--- src/rtl/txbuf_pkg.sv ---
package txbuf_pkg;
  localparam int unsigned LINES  = 8;
  localparam int unsigned LINE_W = $clog2(LINES);
  localparam int unsigned CHAR_W = 8;
  localparam int unsigned LC_W   = 6;

  // indirect register select, bits 4:3 of the indirect address
  typedef enum logic [1:0] {
    IR_CHARBUF = 2'b00,
    IR_LINECTL = 2'b01
  } ir_sel_e;

  // line-control bit positions
  localparam int unsigned LC_TXEN  = 0;
  localparam int unsigned LC_AUTOX = 1;
  localparam int unsigned LC_RXEN  = 2;
  localparam int unsigned LC_BRK   = 3;
  localparam int unsigned LC_FLUSH = 4;
  localparam int unsigned LC_MIE   = 5;

  // select/status word bit positions
  localparam int unsigned ST_RDY = 15;
  localparam int unsigned ST_TIE = 14;
endpackage

--- src/rtl/tx_line_fifo.sv ---
module tx_line_fifo #(
  parameter int unsigned DEPTH = 32,
  parameter int unsigned W     = 8
) (
  input  logic                       clk,
  input  logic                       rst_n,
  input  logic                       push,
  input  logic [W-1:0]               din,
  input  logic                       pop,
  input  logic                       clr,
  output logic [W-1:0]               dout,
  output logic [$clog2(DEPTH):0]     count,
  output logic                       empty
);
  localparam int unsigned PW = $clog2(DEPTH);
  localparam int unsigned CW = PW + 1;

  logic [W-1:0]  mem [DEPTH];
  logic [PW-1:0] wp, rp;
  logic          do_push, do_pop;

  assign empty   = (count == '0);
  assign do_push = push && (count != CW'(DEPTH)) && !clr;
  assign do_pop  = pop && !empty && !clr;
  assign dout    = mem[rp];

  always_ff @(posedge clk) begin
    if (do_push) mem[wp] <= din;
  end

  always_ff @(posedge clk) begin
    if (!rst_n || clr) begin
      wp    <= '0;
      rp    <= '0;
      count <= '0;
    end else begin
      if (do_push) wp <= wp + PW'(1);
      if (do_pop)  rp <= rp + PW'(1);
      if (do_push && !do_pop)      count <= count + CW'(1);
      else if (do_pop && !do_push) count <= count - CW'(1);
    end
  end
endmodule

--- src/rtl/rr_arbiter.sv ---
module rr_arbiter #(
  parameter int unsigned N = 8
) (
  input  logic                 clk,
  input  logic                 rst_n,
  input  logic [N-1:0]         req,
  output logic [N-1:0]         gnt,
  output logic [$clog2(N)-1:0] gnt_idx,
  output logic                 gnt_v
);
  localparam int unsigned IW = $clog2(N);

  logic [IW-1:0] last;

  always_comb begin
    int c;
    gnt     = '0;
    gnt_v   = 1'b0;
    gnt_idx = '0;
    for (int k = 1; k <= int'(N); k++) begin
      c = int'(last) + k;
      if (c >= int'(N)) c = c - int'(N);
      if (!gnt_v && req[c]) begin
        gnt_v   = 1'b1;
        gnt_idx = IW'(c);
      end
    end
    if (gnt_v) gnt[gnt_idx] = 1'b1;
  end

  always_ff @(posedge clk) begin
    if (!rst_n)     last <= IW'(N - 1);
    else if (gnt_v) last <= gnt_idx;
  end
endmodule

--- src/rtl/report_queue.sv ---
module report_queue #(
  parameter int unsigned DEPTH = 8,
  parameter int unsigned W     = 3
) (
  input  logic         clk,
  input  logic         rst_n,
  input  logic         push,
  input  logic [W-1:0] din,
  input  logic         pop,
  output logic [W-1:0] head,
  output logic         empty,
  output logic         full
);
  localparam int unsigned PW = $clog2(DEPTH);
  localparam int unsigned CW = PW + 1;

  logic [W-1:0]  mem [DEPTH];
  logic [PW-1:0] wp, rp;
  logic [CW-1:0] cnt;
  logic          do_push, do_pop;

  assign empty   = (cnt == '0);
  assign full    = (cnt == CW'(DEPTH));
  assign do_push = push && !full;
  assign do_pop  = pop && !empty;
  assign head    = mem[rp];

  always_ff @(posedge clk) begin
    if (do_push) mem[wp] <= din;
  end

  always_ff @(posedge clk) begin
    if (!rst_n) begin
      wp  <= '0;
      rp  <= '0;
      cnt <= '0;
    end else begin
      if (do_push) wp <= wp + PW'(1);
      if (do_pop)  rp <= rp + PW'(1);
      if (do_push && !do_pop)      cnt <= cnt + CW'(1);
      else if (do_pop && !do_push) cnt <= cnt - CW'(1);
    end
  end
endmodule

--- src/rtl/txbuf_ctrl.sv ---
module txbuf_ctrl
  import txbuf_pkg::*;
#(
  parameter int unsigned BUF_DEPTH = 32,
  parameter int unsigned RPT_DEPTH = 8
) (
  input  logic              clk,
  input  logic              rst_n,
  input  logic              bus_we,
  input  logic              bus_re,
  input  logic              bus_addr,
  input  logic [15:0]       bus_wdata,
  output logic [15:0]       bus_rdata,
  output logic [LINES-1:0]  tx_valid,
  input  logic [LINES-1:0]  tx_ready,
  output logic [CHAR_W-1:0] tx_data,
  output logic [LINES-1:0]  brk_out,
  output logic              tx_irq
);
  localparam int unsigned CW = $clog2(BUF_DEPTH) + 1;

  // host-visible state
  logic [4:0]      iaddr;
  logic            tie;
  logic [LC_W-1:0] lctl [LINES];

  logic [LINE_W-1:0] line_sel;
  ir_sel_e           reg_sel;
  logic              wr_csr, wr_ind, rd_csr;

  assign line_sel = iaddr[LINE_W-1:0];
  assign reg_sel  = ir_sel_e'(iaddr[4:3]);
  assign wr_csr   = bus_we && !bus_addr;
  assign wr_ind   = bus_we && bus_addr;
  assign rd_csr   = bus_re && !bus_addr;

  logic unused_wbits;
  assign unused_wbits = ^{bus_wdata[15], bus_wdata[13:8]};

  // per-line buffers
  logic [LINES-1:0]  buf_push, buf_pop, buf_clr, buf_empty;
  logic [CHAR_W-1:0] buf_head [LINES];
  logic [CW-1:0]     buf_cnt  [LINES];
  logic [LINES-1:0]  te_vec, flush_req, elig;

  logic              rq_push, rq_pop, rq_empty, rq_full;
  logic [LINE_W-1:0] rq_din, rq_head;

  logic              fl_any, fl_do;
  logic [LINE_W-1:0] fl_idx;

  logic [LINES-1:0]  gnt;
  logic [LINE_W-1:0] gnt_idx;
  logic              gnt_v;
  logic              drain_evt;

  for (genvar i = 0; i < LINES; i++) begin : g_line
    assign buf_push[i]  = wr_ind && (reg_sel == IR_CHARBUF) && (line_sel == LINE_W'(i));
    assign buf_clr[i]   = fl_do && (fl_idx == LINE_W'(i));
    assign te_vec[i]    = lctl[i][LC_TXEN];
    assign flush_req[i] = lctl[i][LC_FLUSH];
    assign brk_out[i]   = lctl[i][LC_BRK];
    assign elig[i]      = !buf_empty[i] && tx_ready[i] && te_vec[i] &&
                          !lctl[i][LC_BRK] && !fl_any && !rq_full;

    tx_line_fifo #(.DEPTH(BUF_DEPTH), .W(CHAR_W)) u_buf (
      .clk   (clk),
      .rst_n (rst_n),
      .push  (buf_push[i]),
      .din   (bus_wdata[CHAR_W-1:0]),
      .pop   (buf_pop[i]),
      .clr   (buf_clr[i]),
      .dout  (buf_head[i]),
      .count (buf_cnt[i]),
      .empty (buf_empty[i])
    );
  end

  // flush engine: lowest pending line completes once the queue has room
  assign fl_any = |flush_req;
  assign fl_do  = fl_any && !rq_full;
  always_comb begin
    fl_idx = '0;
    for (int i = LINES - 1; i >= 0; i--) begin
      if (flush_req[i]) fl_idx = LINE_W'(i);
    end
  end

  rr_arbiter #(.N(LINES)) u_sched (
    .clk     (clk),
    .rst_n   (rst_n),
    .req     (elig),
    .gnt     (gnt),
    .gnt_idx (gnt_idx),
    .gnt_v   (gnt_v)
  );

  assign buf_pop  = gnt;
  assign tx_valid = gnt;
  assign tx_data  = buf_head[gnt_idx];

  // last character leaves and no refill arrives in the same cycle
  assign drain_evt = gnt_v && (buf_cnt[gnt_idx] == CW'(1)) && !buf_push[gnt_idx];
  assign rq_push   = fl_do || drain_evt;
  assign rq_din    = fl_do ? fl_idx : gnt_idx;
  assign rq_pop    = rd_csr && !rq_empty;

  report_queue #(.DEPTH(RPT_DEPTH), .W(LINE_W)) u_rpt (
    .clk   (clk),
    .rst_n (rst_n),
    .push  (rq_push),
    .din   (rq_din),
    .pop   (rq_pop),
    .head  (rq_head),
    .empty (rq_empty),
    .full  (rq_full)
  );

  always_ff @(posedge clk) begin
    if (!rst_n) begin
      iaddr <= '0;
      tie   <= 1'b0;
    end else if (wr_csr) begin
      iaddr <= bus_wdata[4:0];
      tie   <= bus_wdata[ST_TIE];
    end
  end

  always_ff @(posedge clk) begin
    for (int i = 0; i < LINES; i++) begin
      if (!rst_n) begin
        lctl[i] <= '0;
      end else begin
        if (buf_clr[i]) lctl[i][LC_FLUSH] <= 1'b0;
        if (wr_ind && (reg_sel == IR_LINECTL) && (line_sel == LINE_W'(i)))
          lctl[i] <= bus_wdata[LC_W-1:0];
      end
    end
  end

  assign tx_irq = tie && !rq_empty;

  always_comb begin
    bus_rdata = '0;
    if (!bus_addr) begin
      bus_rdata[ST_RDY] = !rq_empty;
      bus_rdata[ST_TIE] = tie;
      if (!rq_empty) bus_rdata[8 +: LINE_W] = rq_head;
      bus_rdata[4:0] = iaddr;
    end else begin
      case (reg_sel)
        IR_CHARBUF: bus_rdata = 16'(buf_cnt[line_sel]);
        IR_LINECTL: bus_rdata = 16'(lctl[line_sel]);
        default:    bus_rdata = '0;
      endcase
    end
  end
endmodule

--- config.mk ---
export PLATFORM = sky130hd
export DESIGN_NAME = txbuf_ctrl
export DESIGN_NICKNAME = d
export VERILOG_FILES = /design/src/rtl/txbuf_pkg.sv /design/src/rtl/tx_line_fifo.sv /design/src/rtl/rr_arbiter.sv /design/src/rtl/report_queue.sv /design/src/rtl/txbuf_ctrl.sv
export SDC_FILE = /design/constraint.sdc
export NUM_CORES = 2
export LEC_CHECK = 0
export ABC_AREA = 1
export BUFFER_PORTS_ARGS = -buffer_cell sky130_fd_sc_hd__buf_2
export CAP_MARGIN = 10
export CORE_ASPECT_RATIO = 1.25
export CORE_MARGIN = 8
export CORE_UTILIZATION = 60
export CTS_BUF_LIST = sky130_fd_sc_hd__clkbuf_8
export DETAILED_ROUTE_END_ITERATION = 16
export PLACE_DENSITY = 0.76
export SLEW_MARGIN = 20
export SYNTH_ARGS = -nofsm -noshare
export SYNTH_HDL_FRONTEND = slang
export SYNTH_SLANG_ARGS = --single-unit
--- constraint.sdc ---
create_clock -name clk -period 11.2 [get_ports clk]
set_clock_uncertainty 0.15 [all_clocks]
set_input_delay 1.12 -clock clk [delete_from_list [all_inputs] [get_ports clk]]
set_output_delay 1.12 -clock clk [all_outputs]
set_load 0.02 [all_outputs]
==> out/results.tsv <==
metric	value	unit
Post-Synth XOR/XNOR Area	0.2390	%
synthesized area per cell	12.21	µm²
number of gates given a new drive strength after cts	0	
vias after detailed routing	64470	
count of final hold-check violations	0	
Crit. End Element	output pin	
overall track demand over capacity in global routing	26.93	%
fraction of the mapped netlist area in simple logic gates	10.91	%
Setup crit start	u_sched.last[0]	
endpoint of the most critical register-to-register path	g_line[4].u_buf.count[5]	
CTS tree	built	
Pwr per Cell Area	210.2	nW/µm²
highest fanout seen on the critical path	73	
DIE AREA	171900	µm²
proportion of power drawn by flip-flops and latches	45.0	%
list of cells traversed by the critical path	inv_2, ha_1, clkinv_1, nand3_1, nand2_1, nand2_1, nand2_1, nand2_1, inv_2, nand2_1, nand2_1, a21oi_1, nand3_1, nand2_4, inv_2, o21ai_0, a21oi_1, a21oi_1, nand3_1, buf_2	
launch instance of the worst min-delay path	bus_wdata[14]	
starting density of the core	60.36	%
RSZ-0062 raised after global routing	false	
cell with the largest stage delay on the worst path	dfxtp_1	
global-route wire length before repair	359200	µm
Power Internal	0.01428	W
combinational family with the most area after synthesis	compound AO/OA/AOI/OAI gates	
top cell types by occurrence after synthesis	2120 x edfxtp_1, 1519 x nor2_1, 1210 x o21ai_0	
clock tree buffer depth	4	
f_max	0.1194	GHz
nets	7949	
HPWL reported at the end of detailed placement	139300	µm
remaining design rule violation count	0	
Final Setup Violations	0	
most frequent cell on the critical path	nand2_1	
critical path start-end classification	flop to output pin	
Leak	33.98	nW
part of the cycle the worst path needs	74.75	%
post-CTS setup buffers	0	
clock sink count	2313	
antenna-violating nets left	0	
area of the placeable core	157900	µm²
number of antenna violations at the first check in global routing	6	
relative slew slack	24.09	%
count of different cell masters after synthesis	61	
relative contribution of combinational cells to total power	24.9	%
clk_lat worst skew	1.06	ns
count of max-cap constraint violations	0	
Iter 0 DRT Violations	7735	
mux cell area share after synthesis	0.01051	%
post-detailed-route wirelength per cell	23.40	µm
hold path depth	3	
share of layout cells above drive strength 1	8.639	%
Post-synth top flop	edfxtp_1	
Crit path arrival time	7.10	ns
switching part of the total power	34.37	%
maximum level of the CTS H-tree	5	
cell family with most CP delay	simple AND/OR/NAND/NOR gates	
Post-Synthesis Cells	7806	
clock edge transition at the registers on the reported setup and hold paths	0.06	ns
die extent in x	372.4	µm
status	finished, final reports clean	
Final Core Density	65.57	%
hold bufs inserted after CTS	0	
top cells by area, synth	edfxtp_1 67%, o21ai_0 6.4%, nor2_1 6.0%	
worst reg2reg startpoint	u_sched.last[0]	
sequential area share after synthesis	70.87	%
largest net degree at the start of global routing	194	
compound-cell area share of the yosys netlist	13.47	%
RD Place Congestion	0.9707	
Root Buffer Master	clkbuf_8	
# port buffers	57	
Num CTS Buffers	352	
Peak VDD IR	224.5	µV
synth warn	0	
share of the synthesized area in the top cell type	66.81	%
Via-to-Cell Ratio	6.356	
required time reported for the critical path endpoint	9.93	ns
library cell with the highest instance count after synthesis	edfxtp_1	
number of enable flip-flop cells after synthesis	2120	
setup slack of the worst register-to-register path	3.96	ns
Adder-Cell Fraction of Synth Area	1.332	%
crit start category	flop	
Syn-to-layout area delta	8.625	%
number of I/O pins	70	
proportion of power drawn by the clock network	30.2	%
final critical-path required period	8.372	ns
number of global-route vias before repair	62880	
proportion of synthesized flip-flops having asynchronous set or reset	0	%
Syn Std Cell Area	95280	µm²
delay of the slowest cell on the worst path	0.80	ns
R2R depth	30	
final WL	237400	µm
#FFs+latches synth	2313	
Tightest Pin Transition	1.139	ns
die span in y	461.5	µm
max-slew violations	0	
path type of the worst min-delay path	input port to flop	
Hold Path Sink	tie	
final global-route overflow total	0	
count of buffer and inverter cells on the critical path	5	
net switching power	0.007478	W
1st-pass router iterations	6	
setup_tns	0	ns
cell taking the most area after synthesis	edfxtp_1	
standard-cell rows	163	
==> area by class of cell <==
cell class / instances / area (µm²)
Fill cell: 11310 / 54350
Antenna cell: 2 / 5.005
Multi-Input combinational cell: 4729 / 24780
Tap cell: 2062 / 2580
Clock inverter: 234 / 1303
Timing Repair Buffer: 138 / 997.2
Sequential cell: 2313 / 67560
Inverter: 290 / 1102
Clock buffer: 376 / 5175
==> how the worst max path moves through the flow <==
stage,to,depth (start not counted)
after detailed placement,g_line[4].u_buf.count[5],30
final,tx_data[5],20
after global routing,tx_data[5],20
after floorplan,g_line[3].u_buf.count[5],30
after global placement,g_line[4].u_buf.count[5],30
after CTS,tx_data[0],19
==> tightest hold or removal path, delay by kind of cell <==
kind                   cells  cell delay, ns
AND/OR/NAND/NOR            2            0.14
buffers and inverters      1            0.09
==> layout by cell type, fill, tap and decap left out, types with 9 or more instances in the layout <==
| master | count |
|---|---|
| bufinv_16 | 13 |
| inv_2 | 24 |
| o221ai_1 | 458 |
| nand4_1 | 44 |
| nand3_2 | 9 |
| buf_2 | 49 |
| edfxtp_1 | 2120 |
| nand3_1 | 383 |
| a31oi_1 | 9 |
| o211ai_1 | 72 |
| nor3_1 | 36 |
| inv_1 | 356 |
| nor2_4 | 11 |
| nor2_1 | 1519 |
| dfxtp_1 | 184 |
| o31ai_1 | 9 |
| xor2_1 | 15 |
| buf_4 | 77 |
| o21ai_0 | 1210 |
| ha_1 | 87 |
| or2_2 | 10 |
| xnor2_1 | 11 |
| clkinv_1 | 79 |
| clkinv_2 | 40 |
| a211oi_1 | 26 |
| clkbuf_8 | 376 |
| o22ai_1 | 72 |
| nand2_2 | 25 |
| nand2_1 | 402 |
| fa_1 | 9 |
| a21oi_1 | 223 |
==> metal layers <==
metal | part of all wire, % | wire, µm | track usage, % | vias to the layer above
li1 | - | - | - | 29060
met1 | 38 | 89330 | 34.74 | 31420
met2 | 49 | 115500 | 44.42 | 3335
met3 | 8.9 | 21200 | 4.738 | 657
met4 | 4.8 | 11370 | 13.23 | 0
met5 | 0 | 0 | 0 | -
==> cells by family (layout without fill, tap and decap cells) <==
family,count (synthesis),after routing
fa+ha+maj,96,96
buf+inv,768,1038
mux,1,1
compound gates,2119,2119
simple gates,2482,2482
xor+xnor,26,26
other cells,1,7
flops,2313,2313
==> state kept, by name, summed over array words and instances (netlist names), named ones only <==
signal              cells
g_line.u_buf.mem     2048
g_line.u_buf.count     48
lctl                   48
g_line.u_buf.rp        40
g_line.u_buf.wp        40
u_rpt.mem              24
iaddr                   5
u_rpt.cnt               4
u_rpt.rp                3
u_rpt.wp                3
u_sched.last            3
tie                     1
==> power groups by stage <==
stage / clock network (W) / logic [W] / registers, W
5_1_grt: 0.00698 / 0.00579 / 0.00980
3_5_place_dp: 0 / 0.00527 / 0.00996
2_1_floorplan: 0 / 0.00341 / 0.00983
4_1_cts: 0.00662 / 0.00529 / 0.00978
6_report: 0.00656 / 0.00542 / 0.00978
3_3_place_gp: 0 / 0.00512 / 0.00995
==> per-stage QoR <==
step | instance area, µm² | total power [W] | std cells | worst slack, ns | hold slack (ns)
2_1_floorplan | 95300 | 0.01324 | 7810 | 6.387 | 0.2831
3_3_place_gp | 97000 | 0.01507 | 9532 | 4.158 | 0.2961
3_5_place_dp | 97010 | 0.01523 | 9532 | 4.075 | 0.3087
4_1_cts | 103500 | 0.02169 | 10140 | 2.946 | 0.09040
5_1_grt | 103500 | 0.02257 | 10140 | 2.454 | 0.1430
6_report | 103500 | 0.02176 | 10140 | 2.828 | 0.1893
(Power assumes the default switching activity.)
